`src/rtl/freq_div_chan.sv`:
```
module freq_div_chan #(
  parameter int W = 16
) (
  input  logic         clk,
  input  logic         rst_n,
  input  logic         pin_in,
  input  logic         start_i,
  input  logic         stop_i,
  input  logic [1:0]   edge_sel,
  input  logic         filt_en,
  input  logic         start_tgl,
  input  logic         rld_we,
  input  logic [W-1:0] rld_wdata,
  output logic         pin_out,
  output logic         irq_o
);

  logic         s1, s2, s3, lvl, lvl_d;
  logic         run_q, armed_q;
  logic [W-1:0] cnt_q, rld_q;

  always_ff @(posedge clk or negedge rst_n) begin
    if (!rst_n) begin
      s1 <= 1'b0; s2 <= 1'b0; s3 <= 1'b0;
      lvl <= 1'b0; lvl_d <= 1'b0;
    end else begin
      s1 <= pin_in;
      s2 <= s1;
      s3 <= s2;
      if (!filt_en || (s2 == s3)) lvl <= s2;
      lvl_d <= lvl;
    end
  end

  wire rise  = lvl & ~lvl_d;
  wire fall  = ~lvl & lvl_d;
  wire valid = edge_sel[1] ? (rise | fall) : (edge_sel[0] ? fall : rise);

  always_ff @(posedge clk or negedge rst_n) begin
    if (!rst_n) rld_q <= '0;
    else if (rld_we) rld_q <= rld_wdata;
  end

  always_ff @(posedge clk or negedge rst_n) begin
    if (!rst_n) begin
      run_q   <= 1'b0;
      armed_q <= 1'b0;
      cnt_q   <= '0;
      pin_out <= 1'b0;
      irq_o   <= 1'b0;
    end else begin
      irq_o <= 1'b0;
      if (start_i) begin
        run_q   <= 1'b1;
        armed_q <= 1'b0;
      end else if (stop_i) begin
        run_q <= 1'b0;
      end else if (run_q && valid) begin
        if (!armed_q) begin
          armed_q <= 1'b1;
          cnt_q   <= rld_q;
          if (start_tgl) begin
            pin_out <= ~pin_out;
            irq_o   <= 1'b1;
          end
        end else if (cnt_q == '0) begin
          cnt_q   <= rld_q;
          pin_out <= ~pin_out;
          irq_o   <= 1'b1;
        end else begin
          cnt_q <= cnt_q - 1'b1;
        end
      end
    end
  end

endmodule

```
`config.mk`:
```
export PLATFORM = sky130hd
export DESIGN_NAME = freq_div_chan
export DESIGN_NICKNAME = d
export VERILOG_FILES = /design/src/rtl/freq_div_chan.sv
export SDC_FILE = /design/constraint.sdc
export NUM_CORES = 1
export LEC_CHECK = 0
export BUFFER_PORTS_ARGS = -buffer_cell sky130_fd_sc_hd__buf_2
export CAP_MARGIN = 10
export CELL_PAD_IN_SITES_DETAIL_PLACEMENT = 0
export CELL_PAD_IN_SITES_GLOBAL_PLACEMENT = 1
export CORE_ASPECT_RATIO = 2
export CORE_MARGIN = 3
export CORE_UTILIZATION = 25
export DETAILED_ROUTE_END_ITERATION = 10
export PLACE_DENSITY_LB_ADDON = 0.12
export SLEW_MARGIN = 25
export SYNTH_ARGS = -nofsm -noshare
export SYNTH_HDL_FRONTEND = slang
export SYNTH_SLANG_ARGS = --single-unit
export TNS_END_PERCENT = 20
```
`constraint.sdc`:
```
create_clock -name clk -period 2.1 [get_ports clk]
set_clock_uncertainty 0.1 [all_clocks]
set_input_delay 0.105 -clock clk [delete_from_list [all_inputs] [get_ports clk]]
set_output_delay 0.105 -clock clk [all_outputs]
set_load 0.05 [all_outputs]
```
==> results of run 1 <==
-- stage by stage --
step | utilization | setup slack, ns | hold WS (ns) | instances
after detailed placement | 0.3231 | -0.1583 | -0.1943 | 336
after floorplan | - | -0.1914 | -0.2906 | 191
after CTS | 0.3744 | -0.1143 | 0.02806 | 364
final | 0.3760 | -0.1003 | 0.02809 | 364
after global placement | 0.3231 | -0.1171 | -0.1949 | 336
after global routing | 0.3760 | -0.2026 | 0.04750 | 364
-- critical path: cells and delay by family (launching register included) --
family	cells	cell delay, ns
DFF	1	0.39
AOI/OAI and AO/OA	2	0.15
and+or+nand+nor	3	1.23
adders and majority gates	1	0.13
buffers and inverters	1	0.09
-- worst min path at each step --
| stage | slack, ns | depth (start not counted) | from | to |
|---|---|---|---|---|
| 5_1_grt | 0.05 | 2 | rst_n | irq_o$_DFF_PN0_ |
| 6_report | 0.03 | 4 | filt_en | lvl$_DFFE_PN0P_ |
| 3_3_place_gp | -0.19 | 1 | rst_n | irq_o$_DFF_PN0_ |
| 3_5_place_dp | -0.19 | 1 | rst_n | irq_o$_DFF_PN0_ |
| 4_1_cts | 0.03 | 4 | filt_en | lvl$_DFFE_PN0P_ |
| 2_1_floorplan | -0.29 | 0 | rst_n | armed_q$_DFFE_PN0P_ |
-- sequential cells by signal, indices dropped and copies added (netlist names) --
signal,count
s1,1
cnt_q,16
pin_out,1
s3,1
irq_o,1
lvl_d,1
s2,1
run_q,1
armed_q,1
rld_q,16
lvl,1
-- area by class of cell --
cell class | count | area share
tap | 94 | 0.04055
multi-input combinational | 128 | 0.3197
sequential | 41 | 0.3538
inverter | 13 | 0.01682
timing repair buffer | 80 | 0.2097
clock buffer | 7 | 0.04918
clock inverter | 1 | 0.01035
-- kinds of logic (layout without fill, tap and decap cells) --
group,Yosys count,after routing,synth area share
and+or+nand+nor,53,53,0.1394
buffers and inverters,22,101,0.04312
AOI/OAI and AO/OA,51,51,0.1719
DFF,41,41,0.5125
xor gates and xnor gates,1,1,0.004376
adders and majority gates,4,4,0.02500
muxes,19,19,0.1038
-- cell usage in the layout, fill, tap and decap left out, types with 3 or more instances in the layout --
cell           synthesis  final
dfrtp_1               41     41
buf_4                  0     31
buf_2                  3     27
dlygate4sd3_1          0     20
o21ai_0               14     14
mux2_2                14     14
inv_1                 13     11
nand2_1               10     10
nand3_1                9      9
nor2_1                 9      8
a21oi_1                8      8
mux2i_1                5      5
clkbuf_16              0      5
nor4_1                 5      4
nor3_1                 6      4
and3_1                 3      3
a22oi_1                3      3
o21ai_1                3      3
ha_1                   4      3
-- timing repair --
item / in CTS / in global routing
setup endpoints to repair: 5 / 14
pin swaps: 2 / 1
hold buffers: 20 / 0
gates cloned: 0 / 0
endpoints found under the hold margin: 60 / 0
gates resized for setup: 5 / 3
-- power by group through the flow --
stage	Combinational, mW	Clock, mW	Sequential (mW)
3_3_place_gp	0.860	0	1.10
5_1_grt	1.01	0.958	1.11
3_5_place_dp	0.851	0	1.10
2_1_floorplan	0.362	0	1.14
6_report	0.902	0.898	1.09
4_1_cts	0.909	0.930	1.09
-- routing by layer --
metal	share of wire	routed length, um
met3	0.022	126
met1	0.36	2049
met2	0.59	3313
met4	0.028	159
met5	0	0
==> flow_metrics.env, run 1 <==
export IMPL_outcome="finished, violations left"
export IMPL_violations="negative setup slack"
export IMPL_seq_power_share=0.377
export IMPL_hold_path_class="input pin to register"
export IMPL_grt_usage=0.1332
export IMPL_grt_use_met1=0.1376
export IMPL_p_per_area_nw_per_um2=996.3
export IMPL_cp_required_ns=2.17
export IMPL_crit_path_start="cnt_q[0]$_DFFE_PN0P_"
export IMPL_grt_use_met3=0.02357
export IMPL_p_switching_uw=880.8
export IMPL_finalCriticalPeriod_ns=2.200
export IMPL_cts_root_buf="clkbuf_16"
export IMPL_fin_total_pwr_mw=2.889
export IMPL_synth_edf_count=0
export IMPL_crit_type="register to register"
export IMPL_synth_area_top_cells="dfrtp_1 51%, mux2_2 7.9%, o21ai_0 3.5%"
export IMPL_syn2layout_area_growth_pct=44.87
export IMPL_timing_fmax_mhz=454.5
export IMPL_port_buffers=27
export IMPL_n_fill_cell=782
export IMPL_num_vias=1737
export IMPL_syn_inst=191
export IMPL_htreeDepth=2
export IMPL_ys_flop_type="dfrtp_1"
export IMPL_rr_startpoint="cnt_q[0]$_DFFE_PN0P_"
export IMPL_leakage_nw=1.274
export IMPL_cts_tree="done"
export IMPL_drive_gt1_frac=0.3481
export IMPL_start_util=0.2595
export IMPL_grt_pass1_wl_um=9494
export IMPL_yosysMostFrequentCell="dfrtp_1"
export IMPL_detail_route_wl_per_cell_um=15.52
export IMPL_num_rows=45
export IMPL_die_area_sq_um=9182
export IMPL_seq_area_sq_um=1026
export IMPL_comb_power_share=0.312
export IMPL_post_cts_buffers=0
export IMPL_die_w_um=69.28
export IMPL_critPathCapture="cnt_q[8]$_DFFE_PN0P_"
export IMPL_cts_sinks=41
export IMPL_route_detailed_drc=0
export IMPL_cap_violations=0
export IMPL_p_int_mw=2.009
export IMPL_yosys_register_bits=41
export IMPL_ir_drop_v=0.0004700
export IMPL_critPathLaunchType="register"
export IMPL_cp_end_kind="register"
export IMPL_yosysWarnings=0
export IMPL_coreArea_sq_um=7714
export IMPL_drv_slew=0
export IMPL_syn_nets=221
export IMPL_crit_fanout=3
export IMPL_multi_input_area_sq_um=927.1
export IMPL_ys_seq_area_frac=0.5125
export IMPL_async_flop_share=1.000
export IMPL_dpl_hpwl_um=4201
export IMPL_p_clk_frac=0.311
export IMPL_fin_setup_tns_ns=-0.2313
export IMPL_yosysTopAreaCell="dfrtp_1"
export IMPL_grt_pass1_vias=1839
export IMPL_synth_area_per_cell_sq_um=10.48
export IMPL_ioPinCount=28
export IMPL_rrSetupSlack_ns=-0.10
export IMPL_final_area_sq_um=2900
export IMPL_wirelength_um=5649
export IMPL_synth_top_area_frac=0.5125
export IMPL_use_met2=0.2527
export IMPL_hold_violations=0
export IMPL_sw_frac_of_total=0.3048
export IMPL_grt_overflow=0
export IMPL_slowest_delay_ns=0.47
export IMPL_crit_arrival_ns=2.27
export IMPL_fin_crit_sh=1.048
export IMPL_layout_nets=299
export IMPL_drt_iter0_drc=50
export IMPL_relSlewSlack=0.6723
export IMPL_insertion_delay_ns=0.29
export IMPL_viasPerCell=4.772
export IMPL_synthDistinctLibCells=44
export IMPL_grt_max_degree=41
export IMPL_synth_top_cells_by_count="41 x dfrtp_1, 14 x mux2_2, 14 x o21ai_0"
export IMPL_tightest_slew_ns=0.4893
export IMPL_place_congestion=0.7892
export IMPL_detail_route_antenna_nets=0
export IMPL_r2r_end="cnt_q[8]$_DFFE_PN0P_"
export IMPL_clkTransAtPathRegs_ns=0.06
export IMPL_antenna_found_initial=0
export IMPL_grt_setup_unrepaired="true"
export IMPL_diodes=0
export IMPL_worstPathCellList="inv_2, ha_4, or4b_4, or4_4, or3_1, o21ai_1, a2bb2oi_1"
export IMPL_cts_buffer_depth=2
export IMPL_fp_dieH_um=132.6
export IMPL_crit_slowest_cell="or4b_4"
export IMPL_worst_slack_ns=-0.1003
export IMPL_finalSetupViolCount=3
export IMPL_reg2reg_depth=7
export IMPL_globalRoute_busiestLayer="met2"
export IMPL_synth_area_sq_um=2002
export IMPL_numCtsBuffers=5
export IMPL_dpl_cell_area_sq_um=2492
export IMPL_firstDrtPassIters=4
No activity file was read; power rests on OpenSTA's default activity.
==> inputs of run 2 (changes only) <==
--- a/config.mk
+++ b/config.mk
@@ -11,9 +11,10 @@
 export CELL_PAD_IN_SITES_GLOBAL_PLACEMENT = 1
 export CORE_ASPECT_RATIO = 2
 export CORE_MARGIN = 3
-export CORE_UTILIZATION = 25
+export CORE_UTILIZATION = 40
 export DETAILED_ROUTE_END_ITERATION = 10
 export PLACE_DENSITY_LB_ADDON = 0.12
+export SKIP_CTS_REPAIR_TIMING = 1
 export SLEW_MARGIN = 25
 export SYNTH_ARGS = -nofsm -noshare
 export SYNTH_HDL_FRONTEND = slang
==> flow_metrics.env, run 2 (synthesis gave the netlist of run 1 again) <==
export IMPL_leakage_nw=1.232
export IMPL_port_buffers=27
export IMPL_drive_gt1_frac=0.3558
export IMPL_top_regs="cnt_q (16), rld_q (16)"
export IMPL_min_from="filt_en"
export IMPL_crit_type="register to register"
export IMPL_start_util=0.4233
export IMPL_cap_violations=0
export IMPL_clkTransAtPathRegs_ns=0.08
export IMPL_final_common_cell="dfrtp_1"
export IMPL_p_per_area_nw_per_um2=947.5
export IMPL_route_detailed_drc=0
export IMPL_hold_path_class="input pin to register"
export IMPL_use_met2=0.3451
export IMPL_timing_fmax_mhz=454.6
export IMPL_ir_drop_v=0.0007571
export IMPL_ioPinCount=28
export IMPL_grt_usage=0.1775
export IMPL_dpl_hpwl_um=3818
export IMPL_grt_use_met3=0.02552
export IMPL_cts_root_buf="clkbuf_8"
export IMPL_insertion_delay_ns=0.29
export IMPL_fin_crit_sh=1.047
export IMPL_hold_path_depth=4
export IMPL_reg2reg_depth=7
export IMPL_antenna_found_initial=0
export IMPL_crit_path_start="cnt_q[0]$_DFFE_PN0P_"
export IMPL_crit_arrival_ns=2.28
export IMPL_num_rows=35
export IMPL_numCtsBuffers=5
export IMPL_worst_slack_ns=-0.09964
export IMPL_hold_violations=0
export IMPL_finalCriticalPeriod_ns=2.200
export IMPL_coreArea_sq_um=4730
export IMPL_hold_path_end="lvl$_DFFE_PN0P_"
export IMPL_die_area_sq_um=5941
export IMPL_r2r_end="cnt_q[10]$_DFFE_PN0P_"
export IMPL_wirelength_um=5151
export IMPL_viasPerCell=5.429
export IMPL_die_w_um=56.03
export IMPL_htreeDepth=2
export IMPL_syn2layout_area_growth_pct=39.25
export IMPL_grt_pass1_vias=1806
export IMPL_fp_dieH_um=106.0
export IMPL_tightest_slew_ns=0.5168
export IMPL_violations="negative setup slack"
export IMPL_num_vias=1748
export IMPL_detail_route_antenna_nets=0
export IMPL_place_congestion=0.8494
export IMPL_cts_sinks=41
export IMPL_fin_setup_tns_ns=-0.2403
export IMPL_grt_pass1_wl_um=8273
export IMPL_critPathLaunchType="register"
export IMPL_diodes=0
export IMPL_drv_slew=0
export IMPL_cp_required_ns=2.18
export IMPL_cts_tree="done"
export IMPL_outcome="finished, violations left"
export IMPL_relSlewSlack=0.6554
export IMPL_cts_buffer_depth=2
export IMPL_dp_cells=294
export IMPL_grt_max_degree=42
export IMPL_cp_end_kind="register"
export IMPL_firstDrtPassIters=4
export IMPL_grt_use_met1=0.1824
export IMPL_grt_overflow=0
export IMPL_rr_startpoint="cnt_q[0]$_DFFE_PN0P_"
export IMPL_mostFrequentLayoutCells="41 x dfrtp_1, 29 x buf_4, 27 x buf_2"
export IMPL_crit_fanout=3
export IMPL_rrSetupSlack_ns=-0.1
export IMPL_globalRoute_busiestLayer="met2"
export IMPL_drt_iter0_drc=39
export IMPL_detail_route_wl_per_cell_um=16.00
export IMPL_grt_setup_unrepaired="true"
export IMPL_finalSetupViolCount=3
export IMPL_stdcell_count=322
export IMPL_layout_nets=296
## run 2: cell type report
type                    instances  area (sq um)
fillers                       422          1942
clock inverters                 2         37.54
repair buffers                 77         573.1
flip-flops and latches         41          1026
multi-input cells             128         950.9
well taps                      55         68.82
clock buffers                   6         82.58
inverters                      13         48.80
## run 2: routing by layer
layer  part of all wire  vias to the layer above
met5                  0                        -
met2               0.57                       35
met1               0.38                      847
met3              0.026                       14
met4              0.026                        0
li1                   -                      852
## run 2: critical path, stage by stage (launching register included)
cell	delay (ns)
dfrtp_1	0.40
inv_2	0.08
ha_4	0.13
or4b_4	0.46
or4_4	0.44
o31a_1	0.28
o21ai_1	0.13
o21ai_1	0.07
## run 2: stage by stage
stage                     cell area [sq um]  hold slack (ns)  utilization  worst slack (ns)  total power, mW
final                                  2788          0.01196       0.5894          -0.09964            2.641
after global placement                 2409          0.09294       0.5093          -0.07325            1.882
after floorplan                        2004          -0.2906            -           -0.1914            1.502
after detailed placement               2409           0.1048       0.5093           -0.1373            1.901
after CTS                              2529          -0.2186       0.5347           -0.1706            2.573
after global routing                   2788          0.02590       0.5894           -0.2007            2.792
## run 2: where the power goes
part	total, mW	switching, mW	internal [mW]	leakage [nW]
clock	0.671	0.285	0.387	0.0574
combinational	0.851	0.427	0.425	0.692
sequential	1.12	0.157	0.962	0.482
## run 2: how the worst max path moves through the flow
| stage | endpoint |
|---|---|
| 6_report | cnt_q[10]$_DFFE_PN0P_ |
| 5_1_grt | cnt_q[14]$_DFFE_PN0P_ |
| 4_1_cts | cnt_q[14]$_DFFE_PN0P_ |
| 3_5_place_dp | cnt_q[14]$_DFFE_PN0P_ |
| 3_3_place_gp | cnt_q[14]$_DFFE_PN0P_ |
| 2_1_floorplan | cnt_q[8]$_DFFE_PN0P_ |
